[src/rtl/ppl_pkg.sv]
package ppl_pkg;

    typedef enum logic [1:0] {
        SOCK_PING = 2'd0,
        SOCK_PONG = 2'd1,
        SOCK_INFO = 2'd2
    } sock_e;

    typedef enum logic {
        KIND_IMAGE = 1'b0,
        KIND_INFO  = 1'b1
    } kind_e;

    // per-cycle framing events derived from the line-valid input
    typedef struct packed {
        logic start;   // first word of a line
        logic word;    // a word is present this cycle
        logic fin;     // first idle cycle after a line
        logic fit;     // word still fits in the buffer
        logic len_bad; // closing line had the wrong count
    } frame_ev_t;

    function automatic sock_e pick_sock(input kind_e k, input logic pong);
        if (k == KIND_INFO) begin
            return SOCK_INFO;
        end
        return pong ? SOCK_PONG : SOCK_PING;
    endfunction

endpackage

[src/rtl/ppl_framer.sv]
module ppl_framer
    import ppl_pkg::*;
#(
    parameter int LINE_WORDS = 2048
) (
    input  logic      clk,
    input  logic      rst,
    input  logic      href,
    output frame_ev_t ev
);
    localparam int CW = $clog2(LINE_WORDS + 2);
    localparam logic [CW-1:0] FULL = CW'(LINE_WORDS);

    logic          href_q;
    logic [CW-1:0] cnt;

    always_comb begin
        ev.start   = href & ~href_q;
        ev.word    = href;
        ev.fin     = href_q & ~href;
        ev.fit     = ev.start | (cnt < FULL);
        ev.len_bad = ev.fin & (cnt != FULL);
    end

    always_ff @(posedge clk) begin
        if (rst) begin
            href_q <= 1'b0;
            cnt    <= '0;
        end else begin
            href_q <= href;
            if (ev.start) begin
                cnt <= CW'(1);
            end else if (href && cnt <= FULL) begin
                cnt <= cnt + CW'(1);
            end
        end
    end


    cnt_sat_chk: assert property (@(posedge clk) disable iff (rst)
        (href && cnt > FULL) |=> (cnt == $past(cnt) || $past(ev.start)));

endmodule

[src/rtl/ppl_pair_track.sv]
module ppl_pair_track
    import ppl_pkg::*;
(
    input  logic  clk,
    input  logic  rst,
    input  logic  start,
    input  kind_e kind_now,
    input  logic  fin,
    input  kind_e kind_line,
    output logic  pong,
    output logic  order_err
);
    always_ff @(posedge clk) begin
        if (rst) begin
            pong      <= 1'b0;
            order_err <= 1'b0;
        end else begin
            if (fin && kind_line == KIND_IMAGE) begin
                pong <= ~pong;
            end
            if (start && kind_now == KIND_INFO && pong) begin
                order_err <= 1'b1;
            end
        end
    end


    ptr_toggle_chk: assert property (@(posedge clk) disable iff (rst)
        (fin && kind_line == KIND_IMAGE) |=> (pong != $past(pong)));


    info_hold_chk: assert property (@(posedge clk) disable iff (rst)
        (fin && kind_line == KIND_INFO) |=> $stable(pong));

endmodule

[src/rtl/ppl_router.sv]
module ppl_router
    import ppl_pkg::*;
#(
    parameter int DATA_W     = 32,
    parameter int LINE_WORDS = 2048
) (
    input  logic              clk,
    input  logic              rst,
    input  logic              href,
    input  logic              sel_info,
    input  logic [DATA_W-1:0] din,
    output logic              wr_en,
    output logic [1:0]        wr_sock,
    output logic [DATA_W-1:0] wr_data,
    output logic              commit,
    output logic [1:0]        commit_sock,
    output logic              err_order,
    output logic              err_len
);
    frame_ev_t ev;
    kind_e     kind_q;
    kind_e     kind_now;
    logic      pong;
    logic      order_err;

    ppl_framer #(.LINE_WORDS(LINE_WORDS)) u_framer (
        .clk  (clk),
        .rst  (rst),
        .href (href),
        .ev   (ev)
    );

    assign kind_now = ev.start ? kind_e'(sel_info) : kind_q;

    ppl_pair_track u_track (
        .clk       (clk),
        .rst       (rst),
        .start     (ev.start),
        .kind_now  (kind_now),
        .fin       (ev.fin),
        .kind_line (kind_q),
        .pong      (pong),
        .order_err (order_err)
    );

    assign err_order = order_err;

    always_ff @(posedge clk) begin
        if (rst) begin
            kind_q      <= KIND_IMAGE;
            wr_en       <= 1'b0;
            wr_sock     <= 2'd0;
            wr_data     <= '0;
            commit      <= 1'b0;
            commit_sock <= 2'd0;
            err_len     <= 1'b0;
        end else begin
            if (ev.start) begin
                kind_q <= kind_e'(sel_info);
            end
            wr_en       <= ev.word & ev.fit;
            wr_sock     <= pick_sock(kind_now, pong);
            wr_data     <= din;
            commit      <= ev.fin;
            commit_sock <= pick_sock(kind_q, pong);
            if (ev.len_bad) begin
                err_len <= 1'b1;
            end
        end
    end


    commit_pulse_chk: assert property (@(posedge clk) disable iff (rst)
        commit |=> !commit);


    wr_commit_excl_chk: assert property (@(posedge clk) disable iff (rst)
        !(wr_en && commit));


    sock_legal_chk: assert property (@(posedge clk) disable iff (rst)
        wr_en |-> (wr_sock != 2'd3));


    order_sticky_chk: assert property (@(posedge clk) disable iff (rst)
        err_order |=> err_order);


    len_sticky_chk: assert property (@(posedge clk) disable iff (rst)
        err_len |=> err_len);


    len_with_commit_chk: assert property (@(posedge clk) disable iff (rst)
        $rose(err_len) |-> commit);

endmodule

[config.mk]
export PLATFORM = sky130hd
export DESIGN_NAME = ppl_router
export DESIGN_NICKNAME = d
export VERILOG_FILES = /design/src/rtl/ppl_pkg.sv /design/src/rtl/ppl_framer.sv /design/src/rtl/ppl_pair_track.sv /design/src/rtl/ppl_router.sv
export SDC_FILE = /design/constraint.sdc
export NUM_CORES = 1
export LEC_CHECK = 0
export BUFFER_PORTS_ARGS = -buffer_cell sky130_fd_sc_hd__buf_2
export CAP_MARGIN = 20
export CELL_PAD_IN_SITES_DETAIL_PLACEMENT = 2
export CELL_PAD_IN_SITES_GLOBAL_PLACEMENT = 2
export CORE_ASPECT_RATIO = 0.8
export CORE_MARGIN = 5
export CORE_UTILIZATION = 29
export CTS_CLUSTER_DIAMETER = 60
export DETAILED_ROUTE_END_ITERATION = 10
export PLACE_DENSITY_LB_ADDON = 0.1
export SLEW_MARGIN = 0
export SYNTH_ARGS = -nofsm -noshare
export SYNTH_HDL_FRONTEND = slang
export SYNTH_SLANG_ARGS = --single-unit
[constraint.sdc]
create_clock -name clk -period 4.32 [get_ports clk]
set_clock_uncertainty 0.2 [all_clocks]
set_input_delay 0.216 -clock clk [delete_from_list [all_inputs] [get_ports clk]]
set_output_delay 0.216 -clock clk [all_outputs]
set_load 0.05 [all_outputs]
==> run summary, run 1 <==
Drt initial violations: 23
Unrepaired setup endpoints after global routing: false
CTS root buf: clkbuf_8
VDD IR max: 0.194 mV
Dpl ws: 2230 ps
Least-Margin Pin Slew: 771 ps
Multi-input logic area: 658 um2
Rows: 25
Slew headroom: 48.6%
WP buf/inv: 0
Clk buf depth: 2
GR Overflow Total: 0
Hold Path Stages: 2
Pre-antenna DRT Iters: 2
Worst reg2reg path startpoint: u_framer.cnt[2]$_SDFFE_PP0P_
Critical Path RT: 4350 ps
Min Tclk post-route: 2110 ps
First-pass GRT wire length: 9200 um
Worst setup EP type: register
Yosys warning total: 0
Die W: 98.3 um
Final-report max-slew violation count: 0
Sw frac: 28.4%
Flop2flop setup slack: 2210 ps
Achievable frequency: 474 MHz
Final setup violating endpoints: 0
Synth unique cells: 30
Final Net Count: 315
CP Cell Sequence: nor4_2, a41oi_2, or4_1, a21oi_1
Hold Crit Class: in -> reg
Mapped Area: 0.00181 mm2
CP peak stage delay: 510 ps
Antenna diodes: 0
Worst EP arrival: 2140 ps
Status: finished clean
Clk pin slew, worst setup/hold paths: 100 ps
Seq pwr share: 53.4%
GP Congestion: 0.652
Setup ws final: 2210 ps
TritonCTS buffer count: 5
Post-synthesis async set-or-reset flop share: 0%
Period utilization: 48.9%
R2R depth: 4
Min-delay src: href
Fin. Hold Viols: 0
CP Launch Type: register
Final ANT Viol Nets: 0
Number of fill cells: 644
WL final: 5580 um
Clock Power Share: 29.9%
Die ar.: 0.00792 mm2
Sw power: 0.000285 W
Peak fanout along the critical path: 14
Wirelength per Cell: 15.5 um
Mapped Avg Cell Area: 10.8 um2
CTS H-tree depth: 2
Synthesized flop and latch total: 55
Hold EP: u_framer.href_q$_SDFF_PP0_
Starting density of the core: 30.3%
Port-buffer cells: 75
Register area: 0.00110 mm2
Family with the most delay on the worst path: simple AND/OR/NAND/NOR gates
Clock Sinks: 55
Die Ht: 80.6 um
Initial antenna violation count: 0
Cell Pwr Density: 375 mW/mm2
Share of layout cells above drive strength 1: 30.9%
Max-cap check violation count: 0
IO Pins: 76
CTS tree: built
Register area share after synthesis: 60.9%
Main flop type after synthesis: dfxtp_1
Largest net degree at the start of global routing: 45
Vias/cell: 4.38
Combinational power share: 16.6%
P_int: 0.000721 W
Crit path kind: reg -> reg
Sum Neg Setup Slack: 0 ps
Number of flops mapped to enable cells by yosys: 0
Post-CTS Resized: 0
Critical path's slowest cell: or4_1
Remaining DRCs: 0
Core area: 0.00597 mm2
Cells after Synth: 168
Clock latency on the worst-skew pair: 310 ps
All-Layer GR Usage: 14.8%
Syn Nets: 206
Vias: 1,573
Vias in the first global route: 1,787
Reg-to-Reg End: u_framer.cnt[6]$_SDFFE_PP0P_
Layout area overhead: 48.2%
Static Leak: 1.16 nW
Post-DP HPWL: 3390 um
## per-stage QoR
step | utilization (%) | instance area (um2) | total power (W) | hold WS (ps) | std cells
floorplan | - | 1810 | 0.000650 | 87.6 | 168
global placement | 37.7 | 2250 | 0.000689 | 223 | 318
detailed placement | 37.7 | 2250 | 0.000692 | 232 | 318
CTS | 44.9 | 2680 | 0.00101 | 34.8 | 359
global route | 44.9 | 2680 | 0.00106 | 27.0 | 359
finish | 44.9 | 2680 | 0.00101 | 48.0 | 359
## cell type report
class | instances | share of cell area [%]
Sequential cell | 55 | 41.1
Timing Repair Buffer | 108 | 26.3
Multi-Input combinational cell | 102 | 24.6
Tap cell | 81 | 3.78
Clock buffer | 7 | 3.22
Inverter | 5 | 0.700
Clock inverter | 1 | 0.327
## synth_stat cells (all sizes together), types with 3 or more instances
cell type  count  area share [%]
a21oi          8             2.2
clkbuf         5             1.0
dfxtp         55              61
inv            5             1.0
nand2          3            0.62
nand3          3            0.83
nor2          12             2.5
nor2b         37              13
nor4           5             2.9
o21ai          4             1.1
o31ai          3             1.2
or3            4             1.4
or4            3             1.2
xnor2          4             1.9
## timing repair
item | in CTS | in global routing
hold endpoints to repair | 33 | 0
buffers inserted | 0 | 0
hold buffers | 33 | 0
## worst max-delay path by stage
stage	from	to	slack, ps	cells after the start
after floorplan	u_framer.cnt[2]$_SDFFE_PP0P_	u_framer.cnt[3]$_SDFFE_PP0P_	2610	5
after global routing	u_framer.cnt[2]$_SDFFE_PP0P_	u_framer.cnt[6]$_SDFFE_PP0P_	2060	4
after detailed placement	u_framer.cnt[2]$_SDFFE_PP0P_	u_framer.cnt[6]$_SDFFE_PP0P_	2230	4
after global placement	u_framer.cnt[2]$_SDFFE_PP0P_	u_framer.cnt[7]$_SDFFE_PP0P_	2310	4
final	u_framer.cnt[2]$_SDFFE_PP0P_	u_framer.cnt[6]$_SDFFE_PP0P_	2210	4
after CTS	u_framer.cnt[2]$_SDFFE_PP0P_	u_framer.cnt[6]$_SDFFE_PP0P_	2200	4
## flip-flops by register name (all words and copies together), names as in the netlist
name / count
commit: 1
u_track.order_err: 1
commit_sock: 2
u_track.pong: 1
err_len: 1
u_framer.href_q: 1
wr_data: 32
u_framer.cnt: 12
wr_sock: 2
kind_q: 1
wr_en: 1
## cell families (layout without fill, tap and decap cells)
kind of cell / count (synthesis) / in the layout / synth area share (%)
xor gates and xnor gates: 4 / 4 / 1.94
muxes: 2 / 2 / 1.11
buffers and inverters: 11 / 121 / 2.70
adders and majority gates: 2 / 2 / 1.38
AOI/OAI and AO/OA: 19 / 19 / 6.71
and+or+nand+nor: 75 / 75 / 25.3
DFF: 55 / 55 / 60.9
## per-layer routing
metal	part of all wire, %	global-route usage, %
met1	40	16.0
met2	51	26.7
met3	8.1	6.16
met4	0.88	4.50
met5	0	0
## cell usage in the layout, fill, tap and decap left out, types with 2 or more instances in the layout
cell / instances
buf_2: 75
dfxtp_1: 55
nor2b_1: 37
dlygate4sd3_1: 33
nor2_1: 12
a21oi_1: 8
clkbuf_8: 6
inv_1: 5
xnor2_1: 4
o21ai_0: 4
or3_1: 4
nand2_1: 3
nor4_1: 3
nand3_1: 3
o31ai_1: 3
or4_1: 3
nand4_1: 2
mux2i_1: 2
ha_1: 2
## power groups by stage
stage / clock, W / combinational [W] / sequential, W
floorplan: 0 / 0.0000350 / 0.000615
detailed placement: 0 / 0.000143 / 0.000549
finish: 0.000301 / 0.000167 / 0.000537
global placement: 0 / 0.000142 / 0.000548
global route: 0.000339 / 0.000179 / 0.000541
CTS: 0.000309 / 0.000167 / 0.000538
No activity file was read; power rests on OpenSTA's default activity.
==> inputs of run 2 (changes only) <==
ABC_AREA = 1   (was unset)
CORE_UTILIZATION = 23   (was 29)
clock period = 1.8 ns   (was 4.32 ns; I/O delays follow)
==> run 2 against run 1 <==
  * Sequential power increased by 140%
  * Synthesized cell count increased by 46%
  * Sequential share of layout area decreased by 4.8 points
  * Critical path type unchanged
  * Largest cell class unchanged
==> run summary, run 2 <==
Status: finished clean
Register area share after synthesis: 57.1% (-3.8 points)
Final ANT Viol Nets: 0 (unchanged)
CP Cell Sequence: inv_1, ha_1, nand3_1, nor2_1, nand2_1, nand2_1, nand2_4, o21ai_0, nor2_1
Most common cell in the netlist: dfxtp_1
VDD IR max: 0.491 mV (+150%)
WP buf/inv: 1 (+1)
Wirelength per Cell: 12.7 um (-18%)
Die ar.: 0.0103 mm2 (+30%)
Mapped Avg Cell Area: 7.86 um2 (-27%)
Post-Synth Simple-Gate Area: 21.9% (-3.4 points)
Reg-to-Reg End: u_framer.cnt[1]$_SDFFE_PP0P_
CTS H-tree depth: 2 (unchanged)
Clk pin slew, worst setup/hold paths: 110 ps (about the same)
Reg with most FFs: wr_data
Most common cell after layout, fill and taps aside: buf_2
Initial antenna violation count: 0 (unchanged)
Worst setup EP type: register
R2R depth: 9 (+5)
Worst EP arrival: 1660 ps (-480 ps)
Synth area leaders: dfxtp_1, nor2_1, inv_1
Yosys warning total: 0 (unchanged)
Mapped Area: 0.00193 mm2 (+6.6%)
Vias/cell: 3.99 (-8.9%)
Fin. Hold Viols: 0 (unchanged)
Crit path kind: reg -> reg
Setup crit start: u_framer.cnt[0]$_SDFFE_PP0P_
Clock Power Share: 33.2% (+3.3 points)
Achievable frequency: 606 MHz (+28%)
P_int: 0.00184 W (+160%)
Synthesized flop and latch total: 55 (unchanged)
Synth area leader: dfxtp_1
Rows: 29 (+16%)
Critical Path RT: 1810 ps (-2540 ps)
Sw frac: 28.3% (about the same)
Core area: 0.00806 mm2 (+35%)
Clk buf depth: 2 (unchanged)
Peak fanout along the critical path: 7 (-7)
Remaining DRCs: 0 (unchanged)
Final Net Count: 411 (+30%)
Static Leak: 1.53 nW (+32%)
Cells after Synth: 245 (+46%)
Largest net degree at the start of global routing: 28 (-38%)
Family with the most delay on the worst path: simple AND/OR/NAND/NOR gates
Least-Margin Pin Slew: 294 ps (-477 ps)
Port-buffer cells: 75 (unchanged)
Largest regs: wr_data (32), u_framer.cnt (12)
Die W: 112 um (+14%)
Synth top cells by count: dfxtp_1, nor2_1, inv_1, nand2_1, a21oi_1
Layout area overhead: 57.7%
Synth unique cells: 22 (-27%)
Starting density of the core: 23.9% (-6.3 points)
Clock latency on the worst-skew pair: 310 ps (about the same)
Multiplexer area fraction after synthesis: 0% (-1.1 points)
Post-DP HPWL: 4100 um (+21%)
Clock Sinks: 55 (unchanged)
Cell Pwr Density: 847 mW/mm2 (+130%)
Post-synthesis compound-gate area fraction: 4.74% (-2.0 points)
Die Ht: 91.9 um (+14%)
Vias: 1,925 (+22%)
All-Layer GR Usage: 12.2% (-2.7 points)
Min-delay src: rst
Hold Crit Class: in -> reg
Worst setup path endpoint: u_framer.cnt[1]$_SDFFE_PP0P_
CP peak stage delay: 350 ps (-160 ps)
Number of flops mapped to enable cells by yosys: 0 (unchanged)
Setup ws final: 151 ps (-2060 ps)
GP Congestion: 0.679 (+4.1%)
Vias in the first global route: 2,166 (+21%)
Unrepaired setup endpoints after global routing: false
CTS root buf: clkbuf_8
Sw power: 0.000730 W (+160%)
TritonCTS buffer count: 5 (unchanged)
Most frequent cells in the layout: buf_2, nor2_1, dfxtp_1
Pre-antenna DRT Iters: 3 (+1)
Final-report max-slew violation count: 0 (unchanged)
Max-cap check violation count: 0 (unchanged)
Antenna diodes: 0 (unchanged)
IO Pins: 76 (unchanged)
DP Area: 0.00245 mm2 (+8.6%)
Max FFs per register: 32 (unchanged)
Syn Nets: 283 (+37%)
GR Overflow Total: 0 (unchanged)
Post-synth top area share: 57.1% (-3.8 points)
Post-synthesis async set-or-reset flop share: 0% (unchanged)
Synth Area in XOR/XNOR: 3.64% (+1.7 points)
CP Launch Type: register
Drt initial violations: 38 (+65%)
Fin Hold WS: 66.4 ps (+18.4 ps)
First-pass GRT wire length: 10,200 um (+11%)
Main flop type after synthesis: dfxtp_1
CTS tree: built
Worst path depth: 9 (+5)
Period utilization: 91.6% (+43 points)
Sum Neg Setup Slack: 0 ps (unchanged)
Synth Area in Adders: 1.30% (-0.085 points)
Dpl ws: 85.5 ps (-2140 ps)
Min Tclk post-route: 1650 ps (-462 ps)
Final instance area: 0.00304 mm2 (+13%)
Combinational power share: 16.7% (about the same)
Largest family of logic cells by synthesized area: simple AND/OR/NAND/NOR gates
Share of layout cells above drive strength 1: 25.9% (-5.0 points)
Seq pwr share: 50.0% (-3.4 points)
Slew headroom: 80.2% (+32 points)
WL final: 6120 um (+9.7%)
Worst reg2reg path startpoint: u_framer.cnt[0]$_SDFFE_PP0P_
Flop2flop setup slack: 150 ps (-2060 ps)
Critical path's slowest cell: dfxtp_2
Final setup violating endpoints: 0 (unchanged)
## run 2: changes by cell type in the layout (fill, tap and decap cells not counted), sizes merged, moves of 4 or more
cell and delta:
inv +45, dlygate4sd3 +12, nor2 +42, xor2 +7, nor4 -5, or3 -4
buf +7, nand2 +43, nor2b -37
## run 2: worst min-delay path by stage
stage                                           endpoint  slack, ps  cells past startpoint
after floorplan               u_framer.href_q$_SDFF_PP0_        -30                      1
after global placement            wr_data[12]$_SDFF_PP0_         90                      3
after detailed placement          wr_data[26]$_SDFF_PP0_        100                      3
after CTS                 u_track.order_err$_SDFFE_PP0P_         70                      4
after global routing                    wr_en$_SDFF_PP0_        130                      3
final                     u_track.order_err$_SDFFE_PP0P_         70                      4
## run 2: layout make-up
cell class	instances	area, um2
Timing Repair Buffer	127	878
Tap cell	108	135
Inverter	49	189
Sequential cell	55	1100
Clock inverter	3	46.3
Fill cell	961	5020
Clock buffer	5	68.8
Multi-Input combinational cell	135	617
## run 2: cells by family (layout without fill, tap and decap cells)
kind of cell               count (synthesis)  in the layout
and+or+nand+nor                          108            108
DFF                                       55             55
buffers and inverters                     55            184
AOI/OAI and AO/OA                         17             17
xor gates and xnor gates                   8              8
adders and majority gates                  2              2
## run 2: what timing repair did
| item | CTS | global route |
|---|---|---|
| endpoints found under the setup margin | 0 | 11 |
| hold buffers | 45 | 0 |
| buffers inserted | 0 | 1 |
| gates resized for setup | 0 | 7 |
| endpoints found under the hold margin | 38 | 0 |
## run 2: power groups by stage
stage,Clock [W],Sequential [W],Combinational (W)
6_report,0.000856,0.00129,0.000431
5_1_grt,0.000942,0.00129,0.000466
4_1_cts,0.000895,0.00129,0.000426
3_5_place_dp,0,0.00131,0.000350
3_3_place_gp,0,0.00131,0.000344
2_1_floorplan,0,0.00147,0.0000782
## run 2: through the flow
step	instances	util (%)	total power, W
detailed placement	428	30.4	0.00166
global route	482	37.7	0.00270
global placement	428	30.4	0.00166
floorplan	245	-	0.00155
finish	482	37.7	0.00257
CTS	481	37.4	0.00261
## run 2: layer usage
layer | vias to the layer above | GRT usage, % | part of all wire [%]
met5 | - | 0 | 0
met4 | 0 | 3.60 | 1.0
met3 | 6 | 4.67 | 7.2
met2 | 51 | 21.1 | 49
met1 | 900 | 14.0 | 43
li1 | 968 | - | -
## run 2: worst reg2reg max path, delay by kind of cell (launching register included)
family	cells	cell delay [ps]
flip-flops	1	350
adder cells (fa/ha/maj)	1	150
AND/OR/NAND/NOR	6	530
buffers and inverters	1	80
AO/OA/AOI/OAI	1	240
==> inputs of run 3 (changes only) <==
HOLD_SLACK_MARGIN = 0.08   (was unset)
==> run 3 against run 2 <==
  * Clock-buffer cell count unchanged
  * Global-route usage up 0.15 points
  * First-iteration DRC count down 18%
  * Total power up 0.19%
  * Fmax down 4.2%
  * Critical endpoint is now u_track.order_err$_SDFFE_PP0P_
  * Largest power group unchanged
  * Highest routed layer unchanged
==> run summary, run 3 (synthesized netlist as in run 2, its figures left out) <==
Status: finished clean
Core area: 0.00806 mm2 (unchanged)
Cell Pwr Density: 843 mW/mm2 (-0.55%)
WL final: 6170 um (+0.83%)
Final setup violating endpoints: 0 (unchanged)
Most common cell after layout, fill and taps aside: buf_2
Final Net Count: 413 (+0.49%)
Worst EP arrival: 1770 ps (+110 ps)
GR Overflow Total: 0 (unchanged)
Setup ws final: 78.9 ps (-72.1 ps)
Antenna diodes: 0 (unchanged)
Pwr Total: 0.00258 W (+0.19%)
Clk pin slew, worst setup/hold paths: 110 ps (about the same)
CTS H-tree depth: 2 (unchanged)
TritonCTS buffer count: 5 (unchanged)
Layout Cells excl Fill: 484 (+0.41%)
Final ANT Viol Nets: 0 (unchanged)
Number of fill cells: 958 (-0.31%)
First-pass GRT wire length: 10,300 um (+1.1%)
Min Tclk post-route: 1720 ps (+72.1 ps)
Wirelength per Cell: 12.7 um (+0.42%)
Pre-antenna DRT Iters: 3 (unchanged)
Largest regs: wr_data (32), u_framer.cnt (12)
Die Ht: 91.9 um (unchanged)
Static Leak: 1.54 nW (+0.30%)
Peak fanout along the critical path: 4 (-3)
Max FFs per register: 32 (unchanged)
Slew headroom: 78.5% (-1.7 points)
Least-Margin Pin Slew: 321 ps (+26.7 ps)
Largest net degree at the start of global routing: 28 (unchanged)
Share of layout cells above drive strength 1: 25.8% (-0.14 points)
CTS root buf: clkbuf_8
Achievable frequency: 581 MHz (-4.2%)
Dpl ws: 85.5 ps (unchanged)
All-Layer GR Usage: 12.3% (+0.15 points)
Crit path kind: in -> reg
Fin Hold WS: 239 ps (+172 ps)
Final-report max-slew violation count: 0 (unchanged)
Remaining DRCs: 0 (unchanged)
Reg with most FFs: wr_data
CP Launch Type: input port
Initial antenna violation count: 0 (unchanged)
Layout area overhead: 58.8%
VDD IR max: 0.490 mV (-0.34%)
Port-buffer cells: 75 (unchanged)
Worst setup EP type: register
Drt initial violations: 31 (-18%)
Clock Sinks: 55 (unchanged)
Clock latency on the worst-skew pair: 310 ps (about the same)
Rows: 29 (unchanged)
Final Util: 38.0% (+0.28 points)
Period utilization: 95.6% (+4.0 points)
Max-cap check violation count: 0 (unchanged)
Clk buf depth: 2 (unchanged)
Vias: 1,931 (+0.31%)
GP Congestion: 0.679 (unchanged)
Inst Count DP: 428 (unchanged)
Vias/cell: 3.99 (-0.10%)
Die W: 112 um (unchanged)
CTS tree: built
Hold Crit Class: reg -> reg
Fin. Hold Viols: 0 (unchanged)
Post-DP HPWL: 4100 um (unchanged)
Critical Path RT: 1850 ps (+40 ps)
Flop2flop setup slack: 150 ps (about the same)
Starting density of the core: 23.9% (unchanged)
Die ar.: 0.0103 mm2 (unchanged)
IO Pins: 76 (unchanged)
Vias in the first global route: 2,191 (+1.2%)
Most frequent cells in the layout: buf_2, dfxtp_1, nor2_1
-- run 3: worst paths after layout --
path,cells after the start,endpoint,startpoint
hold reg to reg,1,commit_sock[0]$_SDFF_PP0_,kind_q$_SDFF_PP0_
setup / recovery,7,u_track.order_err$_SDFFE_PP0P_,href
hold / removal,1,commit_sock[0]$_SDFF_PP0_,kind_q$_SDFF_PP0_
setup reg to reg,10,u_framer.cnt[7]$_SDFFE_PP0P_,u_framer.cnt[0]$_SDFFE_PP0P_
-- run 3: repair_timing --
item / in CTS / in global routing
resized for setup: 0 / 8
endpoints found under the hold margin: 42 / 0
setup endpoints to repair: 0 / 12
setup buffers: 0 / 1
hold buffers: 47 / 0
-- run 3: through the flow --
| step | TNS [ps] | cell area [um2] |
|---|---|---|
| after floorplan | 0 | 1930 |
| after global placement | 0 | 2450 |
| after detailed placement | 0 | 2450 |
| after CTS | 0 | 3030 |
| after global routing | -2.90 | 3060 |
| final | 0 | 3060 |
-- run 3: power by group --
part / internal [W] / switching [W]
Sequential: 0.00127 / 0.0000180
Combinational: 0.000158 / 0.000277
Clock: 0.000420 / 0.000436
-- run 3: routing by layer --
metal	GRT usage (%)	part of all wire, %	up-vias
met4	3.60	1.0	0
met5	0	0	-
met3	4.67	7.2	6
met2	21.7	50	51
li1	-	-	969
met1	13.9	42	905
-- run 3: cell type report --
cell class,instances,area [um2],share of cell area (%)
Sequential cell,55,1100,36.1
Multi-Input combinational cell,135,619,20.2
Tap cell,108,135,4.42
Timing Repair Buffer,129,898,29.4
Clock buffer,5,68.8,2.25
Clock inverter,3,46.3,1.51
Inverter,49,189,6.17
-- run 3: worst max-delay path, cell delays in order --
cell and delay (ps):
dlygate4sd3_1 530, buf_2 140, inv_1 90, nor2_2 150, nand2_1 80, dlygate4sd3_1 560, o21ai_1 130
